[src/rtl/adc_seq_pkg.sv]
package adc_seq_pkg;

  // Per-cycle action taken by the sequencer, in priority order.
  typedef enum logic [1:0] {
    SEQ_IDLE  = 2'd0,
    SEQ_ABORT = 2'd1,
    SEQ_START = 2'd2,
    SEQ_STORE = 2'd3
  } seq_act_e;

  // Next index in a bank of n registers, wrapping at the top.
  function automatic int unsigned next_idx(input int unsigned cur, input int unsigned n);
    return (cur == n - 1) ? 0 : cur + 1;
  endfunction

endpackage

[src/rtl/seq_ctrl.sv]
module seq_ctrl
  import adc_seq_pkg::*;
#(
  parameter int NREG = 16,
  parameter int CW   = $clog2(NREG),
  parameter int LW   = $clog2(NREG + 1)
) (
  input  logic          clk,
  input  logic          rst,
  input  logic          fifo_mode,
  input  logic [LW-1:0] seq_len,
  input  logic          start_wr,
  input  logic          start_trig,
  input  logic          abort,
  input  logic          conv_done,
  output logic [CW-1:0] conv_cnt,
  output logic          seq_active,
  output logic          wr_en,
  output logic [CW-1:0] wr_idx,
  output logic          seq_begin
);

  logic [LW-1:0] done_n;
  logic [LW-1:0] done_nx;
  logic [LW-1:0] len_eff;
  logic          last;
  logic [CW-1:0] cnt_inc;
  seq_act_e      act;

  always_comb begin
    if (seq_len == '0 || seq_len > LW'(NREG)) len_eff = LW'(NREG);
    else                                      len_eff = seq_len;
  end

  always_comb begin
    if (abort)                          act = SEQ_ABORT;
    else if (start_wr || start_trig)    act = SEQ_START;
    else if (conv_done && seq_active)   act = SEQ_STORE;
    else                                act = SEQ_IDLE;
  end

  assign done_nx   = done_n + LW'(1);
  assign last      = (done_nx == len_eff);
  assign cnt_inc   = CW'(next_idx(int'(conv_cnt), NREG));
  assign wr_en     = (act == SEQ_STORE);
  assign wr_idx    = conv_cnt;
  assign seq_begin = (act == SEQ_START);

  always_ff @(posedge clk) begin
    if (rst) begin
      conv_cnt   <= '0;
      seq_active <= 1'b0;
      done_n     <= '0;
    end else begin
      unique case (act)
        SEQ_ABORT: begin
          conv_cnt   <= '0;
          seq_active <= 1'b0;
          done_n     <= '0;
        end
        SEQ_START: begin
          seq_active <= 1'b1;
          done_n     <= '0;
          if (start_wr || !fifo_mode) conv_cnt <= '0;
        end
        SEQ_STORE: begin
          if (last) begin
            seq_active <= 1'b0;
            done_n     <= '0;
            conv_cnt   <= fifo_mode ? cnt_inc : '0;
          end else begin
            done_n   <= done_nx;
            conv_cnt <= cnt_inc;
          end
        end
        default: ;
      endcase
    end
  end

  assert_abort_clears_R6: assert property (@(posedge clk) disable iff (rst)
    abort |=> (conv_cnt == '0) && !seq_active);

  assert_wr_start_clears_R6: assert property (@(posedge clk) disable iff (rst)
    (start_wr && !abort) |=> (conv_cnt == '0) && seq_active);

  assert_trig_keeps_cnt_R4: assert property (@(posedge clk) disable iff (rst)
    (start_trig && !start_wr && !abort && fifo_mode) |=> $stable(conv_cnt));

  assert_single_end_zero_R3: assert property (@(posedge clk) disable iff (rst)
    (wr_en && last && !fifo_mode) |=> (conv_cnt == '0) && !seq_active);

  assert_wrap_R5: assert property (@(posedge clk) disable iff (rst)
    (wr_en && conv_cnt == CW'(NREG - 1) && (fifo_mode || !last)) |=> conv_cnt == '0);

  assert_idle_conv_ignored_R10: assert property (@(posedge clk) disable iff (rst)
    (conv_done && !seq_active && !start_wr && !start_trig && !abort) |=> $stable(conv_cnt));

  assert_cnt_range_R5: assert property (@(posedge clk) disable iff (rst)
    int'(conv_cnt) < NREG);

endmodule

[src/rtl/flag_bank.sv]
module flag_bank #(
  parameter int NREG = 16,
  parameter int CW   = $clog2(NREG)
) (
  input  logic            clk,
  input  logic            rst,
  input  logic            wr_en,
  input  logic [CW-1:0]   wr_idx,
  input  logic            rd_en,
  input  logic [CW-1:0]   rd_idx,
  input  logic            ovr_clr,
  input  logic            seq_begin,
  output logic [NREG-1:0] ccf,
  output logic            ovr_flag
);

  logic ovr_hit;

  for (genvar i = 0; i < NREG; i++) begin : g_flag
    logic set_i;
    logic clr_i;
    assign set_i = wr_en && (wr_idx == CW'(i));
    assign clr_i = rd_en && (rd_idx == CW'(i));
    always_ff @(posedge clk) begin
      if (rst)        ccf[i] <= 1'b0;
      else if (set_i) ccf[i] <= 1'b1;
      else if (clr_i) ccf[i] <= 1'b0;
    end
  end

  assign ovr_hit = wr_en && ccf[wr_idx];

  always_ff @(posedge clk) begin
    if (rst)                       ovr_flag <= 1'b0;
    else if (ovr_hit)              ovr_flag <= 1'b1;
    else if (ovr_clr || seq_begin) ovr_flag <= 1'b0;
  end

  assert_store_sets_flag_R2: assert property (@(posedge clk) disable iff (rst)
    wr_en |=> ccf[$past(wr_idx)]);

  assert_overrun_sets_R7: assert property (@(posedge clk) disable iff (rst)
    ovr_hit |=> ovr_flag);

  assert_overrun_sticky_R7: assert property (@(posedge clk) disable iff (rst)
    (ovr_flag && !ovr_clr && !seq_begin) |=> ovr_flag);

  assert_overrun_clear_R8: assert property (@(posedge clk) disable iff (rst)
    ((ovr_clr || seq_begin) && !ovr_hit) |=> !ovr_flag);

  assert_read_clears_R9: assert property (@(posedge clk) disable iff (rst)
    (rd_en && !(wr_en && wr_idx == rd_idx)) |=> !ccf[$past(rd_idx)]);

endmodule

[src/rtl/result_ram.sv]
module result_ram #(
  parameter int NREG = 16,
  parameter int DW   = 10,
  parameter int CW   = $clog2(NREG)
) (
  input  logic          clk,
  input  logic          rst,
  input  logic          we,
  input  logic [CW-1:0] wa,
  input  logic [DW-1:0] wd,
  input  logic          re,
  input  logic [CW-1:0] ra,
  output logic [DW-1:0] rd_data
);

  logic [DW-1:0]   mem [NREG];
  logic [NREG-1:0] written;

  // Storage without reset so it maps to RAM; reset clears the valid bits.
  always_ff @(posedge clk) begin
    if (we) mem[wa] <= wd;
  end

  always_ff @(posedge clk) begin
    if (rst)     written <= '0;
    else if (we) written[wa] <= 1'b1;
  end

  always_ff @(posedge clk) begin
    if (rst)     rd_data <= '0;
    else if (re) rd_data <= written[ra] ? mem[ra] : '0;
  end

  assert_read_after_reset_R1: assert property (@(posedge clk) disable iff (rst)
    (re && !written[ra]) |=> rd_data == '0);

endmodule

[src/rtl/adc_result_seq.sv]
module adc_result_seq #(
  parameter int NREG = 16,
  parameter int DW   = 10,
  localparam int CW  = $clog2(NREG),
  localparam int LW  = $clog2(NREG + 1)
) (
  input  logic            clk,
  input  logic            rst,
  input  logic            fifo_mode,
  input  logic [LW-1:0]   seq_len,
  input  logic            start_wr,
  input  logic            start_trig,
  input  logic            abort,
  input  logic            conv_done,
  input  logic [DW-1:0]   conv_data,
  input  logic            rd_en,
  input  logic [CW-1:0]   rd_idx,
  input  logic            ovr_clr,
  output logic [CW-1:0]   conv_cnt,
  output logic            seq_active,
  output logic [NREG-1:0] ccf,
  output logic            ovr_flag,
  output logic [DW-1:0]   rd_data
);

  logic          wr_en;
  logic [CW-1:0] wr_idx;
  logic          seq_begin;

  seq_ctrl #(.NREG(NREG), .CW(CW), .LW(LW)) u_ctrl (
    .clk        (clk),
    .rst        (rst),
    .fifo_mode  (fifo_mode),
    .seq_len    (seq_len),
    .start_wr   (start_wr),
    .start_trig (start_trig),
    .abort      (abort),
    .conv_done  (conv_done),
    .conv_cnt   (conv_cnt),
    .seq_active (seq_active),
    .wr_en      (wr_en),
    .wr_idx     (wr_idx),
    .seq_begin  (seq_begin)
  );

  flag_bank #(.NREG(NREG), .CW(CW)) u_flags (
    .clk       (clk),
    .rst       (rst),
    .wr_en     (wr_en),
    .wr_idx    (wr_idx),
    .rd_en     (rd_en),
    .rd_idx    (rd_idx),
    .ovr_clr   (ovr_clr),
    .seq_begin (seq_begin),
    .ccf       (ccf),
    .ovr_flag  (ovr_flag)
  );

  result_ram #(.NREG(NREG), .DW(DW), .CW(CW)) u_ram (
    .clk     (clk),
    .rst     (rst),
    .we      (wr_en),
    .wa      (wr_idx),
    .wd      (conv_data),
    .re      (rd_en),
    .ra      (rd_idx),
    .rd_data (rd_data)
  );

  assert_idle_no_flag_R10: assert property (@(posedge clk) disable iff (rst)
    (conv_done && !seq_active && !start_wr && !start_trig && !abort && !rd_en) |=> $stable(ccf));

endmodule

[config.mk]
export PLATFORM = sky130hd
export DESIGN_NAME = adc_result_seq
export DESIGN_NICKNAME = d
export VERILOG_FILES = /design/src/rtl/adc_seq_pkg.sv /design/src/rtl/seq_ctrl.sv /design/src/rtl/flag_bank.sv /design/src/rtl/result_ram.sv /design/src/rtl/adc_result_seq.sv
export SDC_FILE = /design/constraint.sdc
export NUM_CORES = 1
export LEC_CHECK = 0
export ABC_AREA = 1
export BUFFER_PORTS_ARGS = -buffer_cell sky130_fd_sc_hd__buf_4
export CAP_MARGIN = 40
export CORE_MARGIN = 8
export CORE_UTILIZATION = 35
export CTS_CLUSTER_SIZE = 28
export DETAILED_ROUTE_END_ITERATION = 10
export GPL_TIMING_DRIVEN = 1
export PLACE_DENSITY = 0.47
export RECOVER_POWER = 50
export SLEW_MARGIN = 40
export SYNTH_ARGS = -nofsm -noshare
export SYNTH_HDL_FRONTEND = slang
export SYNTH_HIERARCHICAL = 1
export SYNTH_SLANG_ARGS = --single-unit
[constraint.sdc]
create_clock -name clk -period 2.6 [get_ports clk]
set_clock_uncertainty 0.15 [all_clocks]
set_input_delay 0.13 -clock clk [delete_from_list [all_inputs] [get_ports clk]]
set_output_delay 0.13 -clock clk [all_outputs]
set_load 0.02 [all_outputs]
Yosys cells after proc, flatten, opt, wreduce, memory -nomap -nowiden. Memories as Yosys holds them, arrays and structs flattened. Cells that the tools add are included.

Register bits: 53. Memory bits (writable): 160. Memories: 1.

Memories: u_ram.mem (depth 16, bits a word 10, read ports 1, clocked after Yosys merged registers in 0, write ports 1, line result_ram.sv:16) `logic [DW-1:0] mem [NREG];`.

Add/sub/neg operators: 2. Magnitude comparators: 4. Equal/unequal tests: 36. Mux-type cells: 56. Bitwise logic cells: 1. Reduce and logical (&&, ||, !) cells: 65.

Operators by type and width (count): 4-bit equality test, second input constant (16); 1-bit 2-to-1 mux (40); 2-bit nonzero test (18); 1-bit logical AND (35); 4-bit by 3-bit equality test with 1-bit output, second input constant (8); 4-bit by 2-bit equality test with 1-bit output, second input constant (4); 4-bit 2-to-1 mux (4); 16-bit OR (1); 4-bit one-hot mux with 3 select lines (1); 4-bit by 5-bit < comparator with 1-bit output, second input constant (2); 10-bit 2-to-1 mux (1); 5-bit 2-to-1 mux (2); 5-bit one-hot mux with 2 select lines (1); 1-bit binary-select mux with 4-bit select (2); 4-bit by 1-bit equality test with 1-bit output, second input constant (2); 4-bit logical NOT (2); 2-bit 2-to-1 mux (3); 5-bit by 1-bit adder with 5-bit output, second input constant (1); 5-bit equality test (1); 5-bit greater-than comparator, second input constant (1); 5-bit logical NOT (1); 4-bit by 1-bit adder with 4-bit output, second input constant (1); 1-bit demux with 4-bit select (1); 2-bit equality test, second input constant (2); other kinds (9) (14).

Depth between registers and ports, before layout.
Depth after elaboration: 8. Mapped depth: 15. Depth with buffers taken out: 15.

Cells and area by module. Netlist, hierarchy kept.

Modules (own cells, without submodules): result_ram (times used 1, cells an instance 814, area an instance 7945.1 um^2, sequential area each 5325.1 um^2); flag_bank (times used 1, cells an instance 152, area an instance 932.1 um^2, sequential area each 340.3 um^2); seq_ctrl (times used 1, cells an instance 118, area an instance 768.2 um^2, sequential area each 200.2 um^2).

Worst setup path after synthesis. No wires, ideal clock.

Path type: register to register. Start: reg u_ctrl.seq_active. End: mem u_ram.mem[12][0] (enable). Setup time: 378 ps. Arrival time: 1661 ps. Required time: 2072 ps. Setup slack: 412 ps. Cell stages (with the launch flop): 7. Path buffers: 0. Period minus slack after synthesis: 2188 ps. Cells stage by stage: dfxtp_1 -> nand4_1 -> inv_2 -> inv_1 -> nor3_1 -> inv_1 -> nor2_1.

Longest elaborated chain between the ends: 7.

RTL lines: start, declared (line seq_ctrl.sv:17) `output logic seq_active,`; start signal, assigned (line seq_ctrl.sv:52) `seq_active <= 1'b0;`; start signal, assigned (line seq_ctrl.sv:58) `seq_active <= 1'b0;`; start signal, assigned (line seq_ctrl.sv:62) `seq_active <= 1'b1;`; 1-bit logical AND (line seq_ctrl.sv:38) `else if (conv_done && seq_active) act = SEQ_STORE;`; 2-bit 2-to-1 mux (line seq_ctrl.sv:38); 2-bit 2-to-1 mux (line seq_ctrl.sv:37) `else if (start_wr || start_trig) act = SEQ_START;`; 2-bit 2-to-1 mux (line seq_ctrl.sv:36) `if (abort) act = SEQ_ABORT;`; 2-bit equality test (line seq_ctrl.sv:45) `assign wr_en = (act == SEQ_STORE);`; via wr_en (line adc_result_seq.sv:26) `logic wr_en;`; 1-bit 2-to-1 mux (line result_ram.sv:21) `if (we) mem[wa] <= wd;`; 1-bit 2-to-1 mux (not written as such) (line result_ram.sv:21); end, declared (line result_ram.sv:16).

The timed path passes the listed nets, and every way through them passes these cells.

Final worst setup path.
Start: reg u_ctrl.done_n[0]. End: reg u_ctrl.seq_active.

Longest elaborated chain between the ends: 4.

RTL lines: start, declared (line seq_ctrl.sv:23) `logic [LW-1:0] done_n;`; start signal, assigned (line seq_ctrl.sv:72) `done_n <= done_nx;`; 5-bit by 1-bit adder with 5-bit output (line seq_ctrl.sv:42) `assign done_nx = done_n + LW'(1);`; 5-bit equality test (line seq_ctrl.sv:43) `assign last = (done_nx == len_eff);`; 2-bit != test (no source line); 2-bit AND reduction (no source line).

No other way between the ends. A chain may end at the register's enable or synchronous reset.

==> results.cfg <==
[cells_and_area]
register_area_sq_um = 5866
nNetsFinal = 1221
area_growth_pct = 18.46
finalNonFillerCells = 1550
multiInputGateArea_sq_um = 2843
post-route-util_pct = 42.28
antennaDiodeCount = 0
nFillCells = 2753
drive_gt1_share_pct = 9.843

[worst_setup_path]
reg2reg_depth = 12
critPathMaxFanout = 6
rrSetupSlack_ns = 0.19
start_kind = flop
crit_chain = ha_2, nand2_1, nand2_1, nor2_1, nand2_1, nor2_2, nand2_2, nand2_2, nand2_1, nand2_1, a21oi_2, dlygate4sd3_1
slowest_stage = dlygate4sd3_1
critPathLaunch = u_ctrl/done_n[0]$_SDFFE_PP0P_
rr_startpoint = u_ctrl/done_n[0]$_SDFFE_PP0P_
critPathRequiredTime_ns = 2.86
path_common_cell = nand2_1
cp.arrival_ns = 2.66
cp_slowest_stage_delay_ns = 0.58
critPathCapture = u_ctrl/seq_active$_SDFFE_PP0P_
path_class = flop to flop
end_kind = flop
timing.rr.end = u_ctrl/seq_active$_SDFFE_PP0P_

[place]
dp_cells = 1480
gp_congestion = 0.8172
io_buffers = 59
hpwlAfterDp_mm = 17.60

[grt]
grt_max_degree = 94
grt_pass1_wl_mm = 41.90
track_usage_pct = 16.14
antenna_found_initial = 0
grt_pass1_vias = 7230
grt_overflow = 0

[die]
rows = 60
core_area_sq_um = 27030
die_w_microns = 182.0
die_y_microns = 182.0
initial_utilization_pct = 35.69
ioPinCount = 60
fp.dieArea_sq_um = 33130

[power]
power_switching_share_pct = 22.97
clkPwrFrac_pct = 43.9
p_int_mw = 5.688
p_comb_share_pct = 6.5
p_sw_mw = 1.696
p_seq_share_pct = 49.6
cellLeakagePower_nw = 4.765
peakVddDrop_v = 0.0003802
powerDensity_nw_per_um2 = 646.3

[clock_tree]
clock_latency_ns = 0.52
cts_sinks = 213
h-tree-depth = 1
cts_tree = done
path_clk_slew_ns = 0.05
cts_setup_buffers = 0
root_buffer = clkbuf_16
clockBufferDepth = 3
numCtsBuffers = 25

[logic_synthesis]
yosys.area_share.simple_pct = 25.79
syn_inst = 1084
muxShareOfSynthArea_pct = 0
synth-edff-count = 160
synth_fp_nets = 1115
synth_xor_xnor_area_share_pct = 0
synthAdderAreaFrac_pct = 0.3892
async_flop_share_pct = 0
ys_seq_area_share_pct = 60.81
synth_compound_gate_area_share_pct = 3.295
yosysWarnings = 6
ys_types = 31
netlist.area_leader.share_pct = 49.81
synthTopCellsByArea = edfxtp_1 50%, nand2_1 13%, dfxtp_1 11%, nand3_1 8.4%, inv_1 6.3%
syn_area_sq_um = 9646
synth_top_family_by_area = simple AND/OR/NAND/NOR gates
yosys-top-cells-count = 340 x nand2_1, 162 x inv_1, 162 x nand3_1, 160 x edfxtp_1, 64 x nor2_1
ys.flop_type = edfxtp_1
synth_seq_cells = 213
synth_top_cell_by_area = edfxtp_1
syn_area_per_cell_sq_um = 8.898
yosysMostFrequentCell = nand2_1

[sta]
hold_ws_ns = 0.02245
rsz0062_at_grt = false
slew_headroom_pct = 25.39
fmax_mhz = 415.7
max_slew.worst_pin.slew_ns = 1.119
drv_slew = 0
period_needed_ns = 2.406
setup_tns_ns = 0
hold_viol = 0
setup_violations = 0
fin_crit_sh_pct = 92.52

[route]
wl_mm = 26.98
wl_per_cell_microns = 17.40
post_drt_via_cell_ratio = 4.750
ant_nets = 0
drtIter0Drc = 488
vias = 7363
drc_errors = 0
drtPass1Iterations = 5

[hold_path]
hold_class = primary input to flop

[run]
maxCapViolations = 0

[status]
status = finished clean
-- cells in the final DEF, fill, tap and decap left out, drive strengths merged, types with 15 or more instances in the layout --
cell type,count
inv,169
nand3,164
o21ai,15
dfxtp,53
a21oi,40
clkbuf,76
nor2,68
dlygate4sd3,24
edfxtp,160
buf,64
nand2,345
-- logic make-up (layout without fill, tap and decap cells) --
group,after synthesis,after routing
AND/OR/NAND/NOR,591,591
buffers and inverters,218,343
flip-flops,213,213
AO/OA/AOI/OAI,59,59
adder cells (fa/ha/maj),3,3
-- worst max-delay path: cells and delay by family (launching register included) --
| kind | cells | cell delay (ns) |
|---|---|---|
| fa+ha+maj | 1 | 0.33 |
| compound gates | 1 | 0.05 |
| flops | 1 | 0.44 |
| simple gates | 9 | 0.76 |
| buf+inv | 1 | 0.58 |
-- worst min-delay path by stage --
stage	from	end	slack (ns)	cells after the start
2_1_floorplan	conv_data[0]	u_ram/mem[0][0]$_DFFE_PP_	0.08	0
3_3_place_gp	ovr_clr	u_flags/ovr_flag$_SDFFE_PP0P_	0.26	3
3_5_place_dp	ovr_clr	u_flags/ovr_flag$_SDFFE_PP0P_	0.26	3
4_1_cts	start_trig	u_ctrl/done_n[2]$_SDFFE_PP0P_	0.01	6
5_1_grt	rd_idx[2]	u_flags/ccf[15]$_SDFFE_PP0P_	0.05	4
6_report	start_trig	u_ctrl/done_n[2]$_SDFFE_PP0P_	0.02	6
-- metrics by stage --
step	power, mW	setup slack [ns]	cell area [sq um]
5_1_grt	7.645	0.02071	11430
3_5_place_dp	4.213	0.4474	10580
4_1_cts	7.477	0.1800	11580
6_report	7.385	0.1944	11430
2_1_floorplan	3.987	0.4115	9646
3_3_place_gp	4.213	0.4909	10580
-- registers in the layout, summed over array words and instances, names as in the netlist --
signal / count
u_ram/rd_data: 10
u_flags/ovr_flag: 1
u_ram/written: 16
u_ram/mem: 160
u_ctrl/seq_active: 1
u_ctrl/done_n: 5
u_ctrl/conv_cnt: 4
u_flags/ccf: 16
-- layout make-up --
type                       instances  area share, %
clock buffer                      36          6.187
tap                              341          3.734
multi-input combinational        653          24.88
clock inverter                    10         0.4490
sequential                       213          51.34
timing repair buffer             128          7.841
inverter                         169          5.574
-- metal layers --
metal	vias up	routed length (microns)	GRT usage (%)
met3	32	1293	2.535
met1	3471	12510	21.73
li1	3693	-	-
met2	167	12530	26.38
met4	0	641	4.821
met5	-	0	0
-- power groups by stage --
stage          logic [mW]  registers, mW  clock network, mW
2_1_floorplan       0.243           3.74                  0
3_3_place_gp        0.478           3.74                  0
3_5_place_dp        0.478           3.74                  0
4_1_cts             0.505           3.66               3.31
5_1_grt             0.532           3.66               3.45
6_report            0.480           3.67               3.24
-- repair_timing --
| item | 4_1_cts | 5_1_grt |
|---|---|---|
| endpoints found under the hold margin | 188 | 0 |
| gates resized for setup | 0 | 1 |
| setup endpoints to repair | 0 | 1 |
| hold buffers | 24 | 0 |
(Power assumes the default switching activity.)
